**config.mk**
```make
export PLATFORM = sky130hd
export DESIGN_NAME = cq_status_unit
export DESIGN_NICKNAME = d
export VERILOG_FILES = /design/src/rtl/cq_pkg.sv /design/src/rtl/cq_unf_flag.sv /design/src/rtl/cq_fill_flag.sv /design/src/rtl/cq_req_merge.sv /design/src/rtl/cq_status_unit.sv
export SDC_FILE = /design/constraint.sdc
export NUM_CORES = 1
export LEC_CHECK = 0
export BUFFER_PORTS_ARGS = -buffer_cell sky130_fd_sc_hd__clkbuf_2
export CAP_MARGIN = 5
export CORE_MARGIN = 3
export CORE_UTILIZATION = 37
export DETAILED_ROUTE_END_ITERATION = 10
export PLACE_DENSITY = 0.83
export RECOVER_POWER = 50
export SETUP_SLACK_MARGIN = 0.05
export SLEW_MARGIN = 25
export SYNTH_ARGS = -nofsm -noshare
export SYNTH_HDL_FRONTEND = slang
export SYNTH_SLANG_ARGS = --single-unit
export TNS_END_PERCENT = 20
```
**constraint.sdc**
```tcl
create_clock -name clk -period 1.7 [get_ports clk]
set_clock_uncertainty 0.05 [all_clocks]
set_input_delay 0.17 -clock clk [delete_from_list [all_inputs] [get_ports clk]]
set_output_delay 0.17 -clock clk [all_outputs]
set_load 0.03 [all_outputs]
```
**src/rtl/cq_pkg.sv**
```systemverilog
package cq_pkg;
  typedef enum logic {
    FILL_MODE_IRQ = 1'b0,
    FILL_MODE_DMA = 1'b1
  } fill_mode_e;

  localparam int CQ_NQ_DEFAULT = 6;
endpackage

```
**src/rtl/cq_unf_flag.sv**
```systemverilog
module cq_unf_flag (
  input  logic clk,
  input  logic rst_n,
  input  logic trig_i,
  input  logic empty_i,
  input  logic clr_i,
  output logic flag_o
);
  logic empty_prev;
  logic set_evt;

  // empty edge while triggered; reset treats the queue as already empty
  assign set_evt = trig_i & empty_i & ~empty_prev;

  always_ff @(posedge clk) begin
    if (!rst_n) begin
      empty_prev <= 1'b1;
      flag_o     <= 1'b0;
    end else begin
      empty_prev <= empty_i;
      if (set_evt)
        flag_o <= 1'b1;
      else if (clr_i)
        flag_o <= 1'b0;
    end
  end
endmodule

```
**src/rtl/cq_fill_flag.sv**
```systemverilog
module cq_fill_flag
  import cq_pkg::*;
(
  input  logic       clk,
  input  logic       rst_n,
  input  logic       full_i,
  input  fill_mode_e mode_i,
  input  logic       clr_i,
  output logic       flag_o,
  output logic       bad_wr_o
);
  // a software clear is only legal in interrupt mode
  assign bad_wr_o = clr_i & (mode_i == FILL_MODE_DMA);

  always_ff @(posedge clk) begin
    if (!rst_n)
      flag_o <= 1'b0;
    else if (!full_i)
      flag_o <= 1'b1;
    else if (mode_i == FILL_MODE_DMA)
      flag_o <= 1'b0;
    else if (clr_i)
      flag_o <= 1'b0;
  end
endmodule

```
**src/rtl/cq_req_merge.sv**
```systemverilog
module cq_req_merge #(
  parameter int NQ = 6
) (
  input  logic [NQ-1:0] unf_flag_i,
  input  logic [NQ-1:0] unf_ie_i,
  input  logic [NQ-1:0] fill_flag_i,
  input  logic [NQ-1:0] fill_ie_i,
  input  logic [NQ-1:0] dma_sel_i,
  input  logic [NQ-1:0] ovf_i,
  input  logic [NQ-1:0] ovf_ie_i,
  input  logic [NQ-1:0] tovr_i,
  input  logic [NQ-1:0] tovr_ie_i,
  output logic [NQ-1:0] unf_irq_o,
  output logic [NQ-1:0] fill_irq_o,
  output logic [NQ-1:0] fill_dma_o,
  output logic          comb_irq_o
);
  localparam int NTERM = 3 * NQ;

  logic [NTERM-1:0] terms;
  logic [NQ-1:0]    fill_req;

  assign unf_irq_o = unf_flag_i & unf_ie_i;
  assign fill_req  = fill_flag_i & fill_ie_i;

  genvar g;
  generate
    for (g = 0; g < NQ; g++) begin : g_route
      assign fill_irq_o[g] = fill_req[g] & ~dma_sel_i[g];
      assign fill_dma_o[g] = fill_req[g] &  dma_sel_i[g];
    end
  endgenerate

  assign terms      = {unf_irq_o, ovf_i & ovf_ie_i, tovr_i & tovr_ie_i};
  assign comb_irq_o = |terms;
endmodule

```
**src/rtl/cq_status_unit.sv**
```systemverilog
module cq_status_unit
  import cq_pkg::*;
#(
  parameter int NQ = cq_pkg::CQ_NQ_DEFAULT
) (
  input  logic          clk,
  input  logic          rst_n,
  input  logic [NQ-1:0] q_trig,
  input  logic [NQ-1:0] q_empty,
  input  logic [NQ-1:0] q_full,
  input  logic [NQ-1:0] unf_ie,
  input  logic [NQ-1:0] fill_ie,
  input  logic [NQ-1:0] fill_dma_sel,
  input  logic [NQ-1:0] ovf_flag,
  input  logic [NQ-1:0] ovf_ie,
  input  logic [NQ-1:0] tovr_flag,
  input  logic [NQ-1:0] tovr_ie,
  input  logic          wr_en,
  input  logic [NQ-1:0] wr_unf_clr,
  input  logic [NQ-1:0] wr_fill_clr,
  output logic [NQ-1:0] unf_flag,
  output logic [NQ-1:0] fill_flag,
  output logic [NQ-1:0] unf_irq,
  output logic [NQ-1:0] fill_irq,
  output logic [NQ-1:0] fill_dma,
  output logic          comb_irq,
  output logic          wr_err
);
  logic [NQ-1:0] unf_clr;
  logic [NQ-1:0] fill_clr;
  logic [NQ-1:0] bad_wr;

  assign unf_clr  = {NQ{wr_en}} & wr_unf_clr;
  assign fill_clr = {NQ{wr_en}} & wr_fill_clr;

  genvar q;
  generate
    for (q = 0; q < NQ; q++) begin : g_queue
      cq_unf_flag u_unf (
        .clk     (clk),
        .rst_n   (rst_n),
        .trig_i  (q_trig[q]),
        .empty_i (q_empty[q]),
        .clr_i   (unf_clr[q]),
        .flag_o  (unf_flag[q])
      );

      cq_fill_flag u_fill (
        .clk      (clk),
        .rst_n    (rst_n),
        .full_i   (q_full[q]),
        .mode_i   (fill_mode_e'(fill_dma_sel[q])),
        .clr_i    (fill_clr[q]),
        .flag_o   (fill_flag[q]),
        .bad_wr_o (bad_wr[q])
      );
    end
  endgenerate

  always_ff @(posedge clk) begin
    if (!rst_n)
      wr_err <= 1'b0;
    else if (|bad_wr)
      wr_err <= 1'b1;
  end

  cq_req_merge #(.NQ(NQ)) u_merge (
    .unf_flag_i  (unf_flag),
    .unf_ie_i    (unf_ie),
    .fill_flag_i (fill_flag),
    .fill_ie_i   (fill_ie),
    .dma_sel_i   (fill_dma_sel),
    .ovf_i       (ovf_flag),
    .ovf_ie_i    (ovf_ie),
    .tovr_i      (tovr_flag),
    .tovr_ie_i   (tovr_ie),
    .unf_irq_o   (unf_irq),
    .fill_irq_o  (fill_irq),
    .fill_dma_o  (fill_dma),
    .comb_irq_o  (comb_irq)
  );
endmodule

```
==> run metrics <==
run status finished, final reports clean; weighted congestion reported at the end of routability-driven placement 0.720; Placeable Area 0.00254 mm²; series of cell instances along the critical path and2_1, nor4_2, nand4_1, clkbuf_8; number of H-tree branching levels 1; maximum fanout along the worst path 3; setup-violating endpoint count in the final report 0; Antenna Diode Count 0; adder-cell area share of the yosys netlist 0%; net count after synthesis 202; critical-path cell with the highest stage delay sky130_fd_sc_hd__dfxtp_1; final setup TNS 0 ns; Area growth syn-to-layout 57.1%; Avg Cell Area, Syn 7.94 µm²; final hold slack 0.0189 ns; cell area after synthesis 0.00101 mm²; part of the power in the clock network 22.7%; final number of max-transition violations 0; ratio of cells with drive above 1 in the final layout 46.5%; unrepaired setup endpoints after global routing yes; sequential cell area fraction in the yosys report 37.7%; yosys synthesis warning count 0; dominant cells by area after synthesis sky130_fd_sc_hd__dfxtp_1 (38%), sky130_fd_sc_hd__nand2_1 (12%), sky130_fd_sc_hd__buf_4 (8.9%), sky130_fd_sc_hd__and2_1 (7.4%), sky130_fd_sc_hd__a21boi_0 (4.5%); maximum number of pins on one net before global-route repair 20; area enclosed by the die boundary 0.00339 mm²; commonest cells in the synthesized netlist sky130_fd_sc_hd__nand2_1 (31), sky130_fd_sc_hd__dfxtp_1 (19), sky130_fd_sc_hd__and2_1 (12), sky130_fd_sc_hd__buf_4 (12); longest individual stage delay on the worst path 0.33 ns; Switch Pwr 0.000276 W; relative max-transition margin 54.9%; number of enable-type register cells in the synthesized netlist 0; detailed placement HPWL 2490 µm; highest clock frequency the design can meet 0.646 GHz; Final Cycle Share 91.1%; iteration-0 DRC count of the detailed router 58; Worst Tran Pin Value 0.677 ns; Worst Hold Depth 2; xor/xnor cell area share of the yosys netlist 0%; number of violations of the max-capacitance limit 0; required time of the critical path 1.48 ns; via count 1226; Yosys top cell by area sky130_fd_sc_hd__dfxtp_1; gr ovfl total 0; cts bufs inserted 3; average vias per placed instance 4.72; Crit path max-delay family simple AND/OR/NAND/NOR gates; post-synth cell types 23; number of iterations in the first detailed-routing pass 4; element type at the critical path end primary output; wire length of the first global-routing pass 4450 µm; internal power 0.000685 W; largest voltage drop on the vdd net 0.000521 V; Static Leak 0.850 nW; area fraction in and, or, nand and nor cells after synthesis 35.7%; most frequent cell after synthesis sky130_fd_sc_hd__nand2_1; Setup CP Type flip-flop to primary output; clock tree from TritonCTS yes; DIE WIDTH 58.2 µm; instance count of the mapped netlist 127; count of standard-cell rows 18; total DRC errors in the routed layout 0; Die Span Y 58.2 µm; Post-Layout Inst Area 0.00158 mm²; length in cells of the worst reg-to-reg path 3; total length of routed met2 wires 1640 µm; Final Net Count 306; count of boundary I/O pins 107; worst reg2reg path startpoint g_queue[3].u_unf.flag_o; CTS max path bufs 2; type of the most critical hold path input port to flip-flop; path length in cells of the critical path 4; average routed wire per standard cell 11.7 µm; wl on met1 1170 µm; register-to-register path setup slack 0.94 ns; fraction of the mapped netlist area in compound gates 16.7%; wire length reported by the detailed router 3040 µm; flip-flop cell with the highest count after synthesis sky130_fd_sc_hd__dfxtp_1; Initial Util 39.6%; number of endpoints with negative hold slack in the final report 0; CTS Sinks 19; proportion of register bits with asynchronous set or reset after synthesis 0%; insertion delay to the later sink of the worst-skew pair 0.29 ns; number of buffer and inverter stages on the critical path 1; critical hold path startpoint q_empty[2]; Synth Register Bits 19; clock slew seen by the registers of the worst setup and hold paths 0.10 ns; number of antenna violations at the first check in global routing 0; number of buffers inserted by port buffering 106; category of the worst setup path launch point flip-flop; number of global-route vias before repair 1094; Setup crit start g_queue[3].u_unf.flag_o; post-synthesis mux area share 0%; Data arrival, critical path 1.33 ns; sum of met3 wire segment lengths after detailed routing 181 µm; highest layer used for signal routing met4; GRT Overall Usage 17.0%; setup fix buffers added after clock tree synthesis 0; Antenna Nets Post-Route 0; portion of total power attributed to combinational logic 27.2%; fraction of power spent switching nets 28.7%; combinational family with the most area after synthesis simple AND/OR/NAND/NOR gates; PD cells 607 mW/mm²; area share of the leading cell type in the synthesized netlist 37.7%; clock root cell sky130_fd_sc_hd__clkbuf_4; final critical delay including setup and external delays 1.55 ns; area post-placement 0.00148 mm²; sequential power share 50.1%
area by class of cell:
class                           count  area [µm²]
Multi-Input combinational cell     94         538
Timing Repair Buffer              113         601
Clock buffer                        4        26.3
Fill cell                         266         961
Tap cell                           30        37.5
Sequential cell                    19         382
power groups by stage:
stage          sequential, W  clock, W  combinational, W
3_3_place_gp        0.000491         0          0.000244
5_1_grt             0.000485  0.000251          0.000284
2_1_floorplan       0.000492         0          0.000134
6_report            0.000481  0.000218          0.000261
3_5_place_dp        0.000492         0          0.000248
4_1_cts             0.000482  0.000229          0.000261
timing repair:
item                                   CTS  global route
setup endpoints to repair                1             1
endpoints found under the hold margin    6             1
gates resized for setup                  3             3
hold buffers                             6             1
pin swaps                                2             2
cells in the final DEF, fill, tap and decap left out, drive strengths merged, types with 2 or more instances in the layout:
cell | Yosys | layout
clkbuf | 1 | 110
nand2 | 31 | 31
dfxtp | 19 | 19
and2 | 12 | 12
dlygate4sd3 | 0 | 7
and3 | 6 | 6
nor2 | 6 | 6
nand3b | 6 | 6
a21boi | 6 | 6
o21ai | 6 | 6
a22oi | 5 | 5
nand2b | 4 | 4
a22o | 2 | 2
a21oi | 2 | 2
or2b | 2 | 2
path summary, 6_finish.rpt:
check                                end
min          g_queue[2].u_unf.empty_prev
max reg2reg      g_queue[3].u_unf.flag_o
min reg2reg                       wr_err
max                             comb_irq
metal layers:
metal  up-vias  global-route usage, %
met5         -                      0
met4         0                   8.28
met3         4                   4.23
met2        44                   31.0
met1       550                   18.1
li1        628                      -
flip-flops by register name, indices dropped and copies added (netlist names):
name and cells:
g_queue.u_fill.flag_o 6, g_queue.u_unf.empty_prev 6, g_queue.u_unf.flag_o 6, wr_err 1
kinds of logic after synthesis:
kind of cell,count (synthesis)
AO/OA/AOI/OAI,23
AND/OR/NAND/NOR,71
buffers and inverters,14
flip-flops,19
through the flow:
stage | total power (W) | util, % | setup slack [ns] | std cells
finish | 0.000961 | 62.2 | 0.151 | 260
global route | 0.00102 | 62.2 | 0.0321 | 260
CTS | 0.000971 | 61.8 | 0.0715 | 259
detailed placement | 0.000740 | 58.1 | 0.331 | 249
global placement | 0.000735 | 58.1 | 0.399 | 249
floorplan | 0.000626 | - | 0.232 | 127
Power figures use the tool's default switching activity.
